### src/rtl/tcf_pkg.sv
// Package: shared constants and the control-field layout of the timer
// channel status word. Assumes an 8-bit register bus.
package tcf_pkg;
    localparam int REG_W    = 8;
    localparam int FLAG_BIT = REG_W - 1;

    // Control fields of bits 6..0, most significant first.
    typedef struct packed {
        logic ie;    // interrupt enable
        logic msb;   // mode-select high
        logic msa;   // mode-select low
        logic elsb;  // edge select high
        logic elsa;  // edge select low
        logic tov;   // overflow toggle (stored only)
        logic dmax;  // max duty (stored only)
    } ctrl_t;
endpackage

### src/rtl/tcf_edge_sel.sv
// Edge selector: remembers the previous pin level and reports a hit when the
// selected edge kind occurs while enabled. Assumes pin is already synchronous.
module tcf_edge_sel (
    input  logic       clk,
    input  logic       rst_n,
    input  logic       pin,
    input  logic       en,
    input  logic [1:0] els,
    output logic       hit
);
    logic pin_q;
    logic rise;
    logic fall;
    logic pick;

    // Hold last pin level for edge detection.
    always_ff @(posedge clk) begin
        if (!rst_n) pin_q <= 1'b0;
        else        pin_q <= pin;
    end

    assign rise = pin & ~pin_q;
    assign fall = ~pin & pin_q;

    // Choose the active edge from the select pair; 00 disconnects.
    always_comb begin
        case (els)
            2'b01:   pick = rise;
            2'b10:   pick = fall;
            2'b11:   pick = rise | fall;
            default: pick = 1'b0;
        endcase
    end

    assign hit = en & pick;
endmodule

### src/rtl/tcf_match.sv
// Compare unit: flags every cycle in which the counter equals the channel
// register while compare mode is enabled.
module tcf_match #(
    parameter int W = 16
) (
    input  logic [W-1:0] cnt,
    input  logic [W-1:0] ref_val,
    input  logic         en,
    output logic         hit
);
    // Equality test gated by mode.
    assign hit = en & (cnt == ref_val);
endmodule

### src/rtl/tcf_flag_ctl.sv
// Flag and arm logic: the flag sets on any event. A read seeing the flag
// arms a clear, a later write of 0 to the flag bit clears it only while
// armed, and a new event drops the arm. An event always wins over a clear.
module tcf_flag_ctl (
    input  logic clk,
    input  logic rst_n,
    input  logic evt,
    input  logic rd_hit,
    input  logic wr_hit,
    input  logic wr_flag,
    output logic flag,
    output logic armed
);
    logic clr_ok;

    assign clr_ok = wr_hit & ~wr_flag & armed;

    // Sticky flag with event priority over the guarded clear.
    always_ff @(posedge clk) begin
        if (!rst_n)      flag <= 1'b0;
        else if (evt)    flag <= 1'b1;
        else if (clr_ok) flag <= 1'b0;
    end

    // Arm bit: set by a flag-set read, dropped by event or completed clear.
    always_ff @(posedge clk) begin
        if (!rst_n)               armed <= 1'b0;
        else if (evt)             armed <= 1'b0;
        else if (clr_ok)          armed <= 1'b0;
        else if (rd_hit && flag)  armed <= 1'b1;
    end
endmodule

### src/rtl/tmr_chan_flag.sv
// Timer channel top: holds the control fields and the channel register,
// selects capture or compare mode, and drives the guarded event flag and
// interrupt. Assumes bus strobes are single-cycle and pin is synchronous.
module tmr_chan_flag
    import tcf_pkg::*;
#(
    parameter int CNT_W   = 16,
    parameter bit HAS_MSB = 1'b1
) (
    input  logic             clk,
    input  logic             rst_n,
    input  logic             bus_sel,
    input  logic             bus_rd,
    input  logic             bus_wr,
    input  logic [REG_W-1:0] bus_wdata,
    output logic [REG_W-1:0] bus_rdata,
    input  logic [CNT_W-1:0] cnt_val,
    input  logic             pin_in,
    input  logic             chr_wr,
    input  logic [CNT_W-1:0] chr_wdata,
    output logic [CNT_W-1:0] chan_reg,
    output logic             irq
);
    ctrl_t ctrl_q;
    ctrl_t wr_ctrl;
    logic  rd_hit;
    logic  wr_hit;
    logic  cap_mode;
    logic  cap_evt;
    logic  cmp_evt;
    logic  chan_evt;
    logic  flag_q;
    logic  armed_q;

    assign rd_hit = bus_sel & bus_rd;
    assign wr_hit = bus_sel & bus_wr;

    // Variant choice: with no high mode-select bit it is forced to 0.
    generate
        if (HAS_MSB) begin : g_msb
            assign wr_ctrl = ctrl_t'(bus_wdata[FLAG_BIT-1:0]);
        end else begin : g_nomsb
            always_comb begin
                wr_ctrl     = ctrl_t'(bus_wdata[FLAG_BIT-1:0]);
                wr_ctrl.msb = 1'b0;
            end
        end
    endgenerate

    // Control field register, written by the bus.
    always_ff @(posedge clk) begin
        if (!rst_n)      ctrl_q <= '0;
        else if (wr_hit) ctrl_q <= wr_ctrl;
    end

    assign cap_mode = ~ctrl_q.msa & ~ctrl_q.msb;

    tcf_edge_sel u_edge (
        .clk   (clk),
        .rst_n (rst_n),
        .pin   (pin_in),
        .en    (cap_mode),
        .els   ({ctrl_q.elsb, ctrl_q.elsa}),
        .hit   (cap_evt)
    );

    tcf_match #(.W(CNT_W)) u_match (
        .cnt     (cnt_val),
        .ref_val (chan_reg),
        .en      (~cap_mode),
        .hit     (cmp_evt)
    );

    assign chan_evt = cap_evt | cmp_evt;

    // Channel register: capture has priority over a bus load.
    always_ff @(posedge clk) begin
        if (!rst_n)       chan_reg <= '0;
        else if (cap_evt) chan_reg <= cnt_val;
        else if (chr_wr)  chan_reg <= chr_wdata;
    end

    tcf_flag_ctl u_flag (
        .clk     (clk),
        .rst_n   (rst_n),
        .evt     (chan_evt),
        .rd_hit  (rd_hit),
        .wr_hit  (wr_hit),
        .wr_flag (bus_wdata[FLAG_BIT]),
        .flag    (flag_q),
        .armed   (armed_q)
    );

    assign bus_rdata = {flag_q, ctrl_q};
    assign irq       = flag_q & ctrl_q.ie;
endmodule

### config.mk
export PLATFORM = sky130hd
export DESIGN_NAME = tmr_chan_flag
export DESIGN_NICKNAME = d
export VERILOG_FILES = /design/src/rtl/tcf_pkg.sv /design/src/rtl/tcf_edge_sel.sv /design/src/rtl/tcf_match.sv /design/src/rtl/tcf_flag_ctl.sv /design/src/rtl/tmr_chan_flag.sv
export SDC_FILE = /design/constraint.sdc
export NUM_CORES = 1
export LEC_CHECK = 0
export ABC_AREA = 1
export BUFFER_PORTS_ARGS = -buffer_cell sky130_fd_sc_hd__buf_2
export CELL_PAD_IN_SITES_DETAIL_PLACEMENT = 2
export CELL_PAD_IN_SITES_GLOBAL_PLACEMENT = 2
export CORE_UTILIZATION = 22
export CTS_BUF_LIST = sky130_fd_sc_hd__clkbuf_4 sky130_fd_sc_hd__clkbuf_8
export CTS_CLUSTER_SIZE = 8
export DETAILED_ROUTE_END_ITERATION = 6
export HOLD_SLACK_MARGIN = 0.02
export PLACE_DENSITY = 0.73
export REMOVE_ABC_BUFFERS = 1
export SLEW_MARGIN = 5
export SYNTH_ARGS = -nofsm -noshare
export SYNTH_HDL_FRONTEND = slang
export SYNTH_SLANG_ARGS = --single-unit
### constraint.sdc
create_clock -name clk -period 1.22 [get_ports clk]
set_input_delay 0.183 -clock clk [delete_from_list [all_inputs] [get_ports clk]]
set_output_delay 0.183 -clock clk [all_outputs]
set_load 0.01 [all_outputs]
==> flow_metrics.env <==
export IMPL_cts_buffers=3
export IMPL_detailedRoute_firstPassIterationCount=6
export IMPL_chipWidth_um=84.4
export IMPL_layout_min_cycle_time_ns=1.35
export IMPL_first_iter_violations=36
export IMPL_internal_power_mw=1.47
export IMPL_port_buffers=71
export IMPL_finalWirelength_mm=4.50
export IMPL_number_of_global_route_vias_before_repair=1621
export IMPL_worst_slew_pin_slew_ns=0.236
export IMPL_grt_start_max_net_pins=23
export IMPL_die_height_um=84.4
export IMPL_synth_seq_cells=26
export IMPL_finalNonFillerCells=352
export IMPL_max_vdd_ir_drop_mv=0.392
export IMPL_core_area_um2=6460
export IMPL_nNetsFinal=325
export IMPL_die_area_um2=7130
export IMPL_synth_warning_count=0
export IMPL_dr_total_vias=1556
export IMPL_dp_cells=346
export IMPL_antenna_found_initial=0
export IMPL_timing_critical_path_from_type="register"
export IMPL_fmaxAchievable_mhz=743
export IMPL_holdCritStartpoint="bus_wdata[2]"
export IMPL_rsz0062_at_grt="true"
export IMPL_synth_edf_count=0
export IMPL_finalMaxSlewViolations=0
export IMPL_detailedPlacementHpwl_mm=3.49
export IMPL_post_synth_top_area_fraction_pct=34.8
export IMPL_multi_input_area_um2=861
export IMPL_finalWorstSetupSlack_ns=-0.127
export IMPL_worstHoldPathCells=3
export IMPL_cts_max_path_buffers=2
export IMPL_pwr_share_clk_pct=27.5
export IMPL_final_min_period_over_clock_period_pct=110
export IMPL_root_buffer="clkbuf_8"
export IMPL_fillCellCount=798
export IMPL_cts_htree_levels=1
export IMPL_drive_gt1_share_pct=40.0
export IMPL_failed_checks="design-rule violations, negative setup slack"
export IMPL_drt_drc_violations_left=10
export IMPL_drt_vias_per_instance=4.42
export IMPL_worstSetupStartpoint="u_edge.pin_q$_SDFF_PN0_"
export IMPL_global_router_s_overall_resource_usage_pct=12.1
export IMPL_routed_wire_length_per_instance_um=12.8
export IMPL_yosysUniqueCellTypes=21
export IMPL_seq_power_share_pct=46.2
export IMPL_synth_top_cell_by_area="dfxtp_1"
export IMPL_area_growth_pct=41.8
export IMPL_r2r_slack_ns=-0.13
export IMPL_grt_remaining_overflow=0
export IMPL_timing_rr_start="u_edge.pin_q$_SDFF_PN0_"
export IMPL_critPathKind="register to register"
export IMPL_switching_power_mw=0.622
export IMPL_final_area_um2=2120
export IMPL_worstSetupEndpointType="register"
export IMPL_netlist_instances=200
export IMPL_synth_area_um2=1500
export IMPL_worstPathArrival_ns=1.55
export IMPL_worstPathMaxFanout=7
export IMPL_synthTopCellsByCount="44 x nor2_1, 38 x nand2_1, 26 x dfxtp_1, 24 x inv_1, 12 x a211oi_2"
export IMPL_antenna_cells=0
export IMPL_cts_tree="yes"
export IMPL_drt_antenna_violating_nets=0
export IMPL_worstHoldEndpoint="bus_rdata[2]$_SDFFE_PN0N_"
export IMPL_grt_first_pass_wirelength_mm=7.09
export IMPL_rr_worst_depth=8
export IMPL_ys_dominant_reg_cell="dfxtp_1"
export IMPL_placement_cell_area_um2=1970
export IMPL_largest_register_ffs=16
export IMPL_clk_insertion_delay_late_ns=0.27
export IMPL_globalplace_congestion=0.679
export IMPL_relative_max_transition_margin_pct=83.8
export IMPL_synth_yosys_seq_area_share_pct=34.8
export IMPL_power_switching_share_pct=29.7
export IMPL_most_used_standard_cell_by_instance_count_after_synthesis="nor2_1"
export IMPL_num_rows=29
export IMPL_comb_power_share_pct=26.3
export IMPL_final_util_pct=32.8
export IMPL_floorplan_initialDensity_pct=23.1
export IMPL_syn_mean_instance_area_um2=7.48
export IMPL_layout_area_seq_um2=522
export IMPL_hold_viol_final=0
export IMPL_final_setup_skew_ns=0.00508
export IMPL_required_arrival_time_at_the_worst_endpoint_ns=1.42
export IMPL_regToRegEndpoint="chan_reg[4]$_SDFFE_PN0P_"
export IMPL_drv_max_cap_violation_count=0
export IMPL_class_of_the_worst_hold_path="primary input to register"
export IMPL_tritoncts_num_sinks=26
export IMPL_synth_async_reset_ratio_pct=0
export IMPL_report_final_setup_viol=18
export IMPL_outcome="finished with violations"
export IMPL_power_leakage_nw=1.08
export IMPL_power_density_cell_area_nw_per_um2=987
export IMPL_synth_area_top_cells="dfxtp_1 35%, nor2_1 11%, a211oi_2 10%, nand2_1 9.5%, mux2i_1 6.7%"
export IMPL_ios=72
export IMPL_clk_transition_reported_paths_ns=0.10
cells by family (layout without fill, tap and decap cells):
logic type	after synthesis	in the layout	synth area share (%)
compound gates	33	33	18.2
xor+xnor	8	8	4.69
fa+ha+maj	2	2	1.67
mux	10	10	6.69
simple gates	88	88	23.3
flops	26	26	34.8
buf+inv	33	108	10.6
per-stage QoR:
step	hold slack, ns	worst slack (ns)	total power [mW]	setup TNS, ns
2_1_floorplan	0.276	-0.0981	1.25	-1.53
3_3_place_gp	0.430	-0.114	1.50	-1.78
3_5_place_dp	0.452	-0.160	1.52	-2.30
4_1_cts	0.156	-0.147	2.11	-1.95
5_1_grt	0.156	-0.203	2.23	-3.13
6_report	0.161	-0.127	2.09	-1.77
cell usage in the layout, fill, tap and decap left out:
cell and n:
buf_2 71, nor2_1 38, nand2_1 37, dfxtp_1 25, inv_1 24, a211oi_2 14, mux2i_1 10, o21ai_0 8
xnor2_1 8, a21oi_1 8, nor2_2 5, clkbuf_8 4, buf_4 4, nand3_1 3, buf_12 3, nand2_2 2
a211oi_1 2, clkbuf_16 2, o211ai_2 1, nand3b_1 1, nand2_4 1, nor2_4 1, ha_4 1, ha_1 1
dfxtp_2 1
worst max-delay path: stages (launching register included):
cell and delay (ns):
dfxtp_2 0.35, ha_4 0.26, nand2_2 0.05, o211ai_2 0.07
nand2_2 0.08, nand2_4 0.13, buf_12 0.15, nor2_4 0.03
a211oi_2 0.17
what timing repair did:
item	in CTS	in global routing
hold buffers	0	0
hold endpoints to repair	0	0
endpoints found under the setup margin	18	18
pin swaps	0	2
gates cloned	0	2
gates resized for setup	5	7
setup buffers	0	0
layout make-up:
cell class / count / share of cell area [%]
multi-input combinational: 141 / 40.6
sequential: 26 / 24.6
timing repair buffer: 80 / 23.4
tap: 77 / 4.55
inverter: 24 / 4.25
clock buffer: 4 / 2.60
routing by layer:
layer	global-route usage (%)	vias to the layer above	wire length, µm
met4	2.77	0	19
li1	-	784	-
met3	1.97	2	233
met2	23.1	44	2280
met1	14.1	726	1970
met5	0	-	0
worst max-delay path by stage:
stage | to | cells past startpoint
global route | chan_reg[10]$_SDFFE_PN0P_ | 8
floorplan | u_flag.flag$_SDFFE_PN0P_ | 8
CTS | chan_reg[10]$_SDFFE_PN0P_ | 8
finish | chan_reg[4]$_SDFFE_PN0P_ | 8
global placement | chan_reg[8]$_SDFFE_PN0P_ | 10
detailed placement | chan_reg[13]$_SDFFE_PN0P_ | 10
power by group through the flow:
| stage | clock, mW | sequential [mW] | combinational [mW] |
|---|---|---|---|
| 2_1_floorplan | 0 | 1.01 | 0.242 |
| 3_5_place_dp | 0 | 0.988 | 0.527 |
| 3_3_place_gp | 0 | 0.985 | 0.512 |
| 6_report | 0.575 | 0.967 | 0.549 |
| 4_1_cts | 0.612 | 0.969 | 0.533 |
| 5_1_grt | 0.630 | 0.980 | 0.616 |
(Power assumes the default switching activity.)
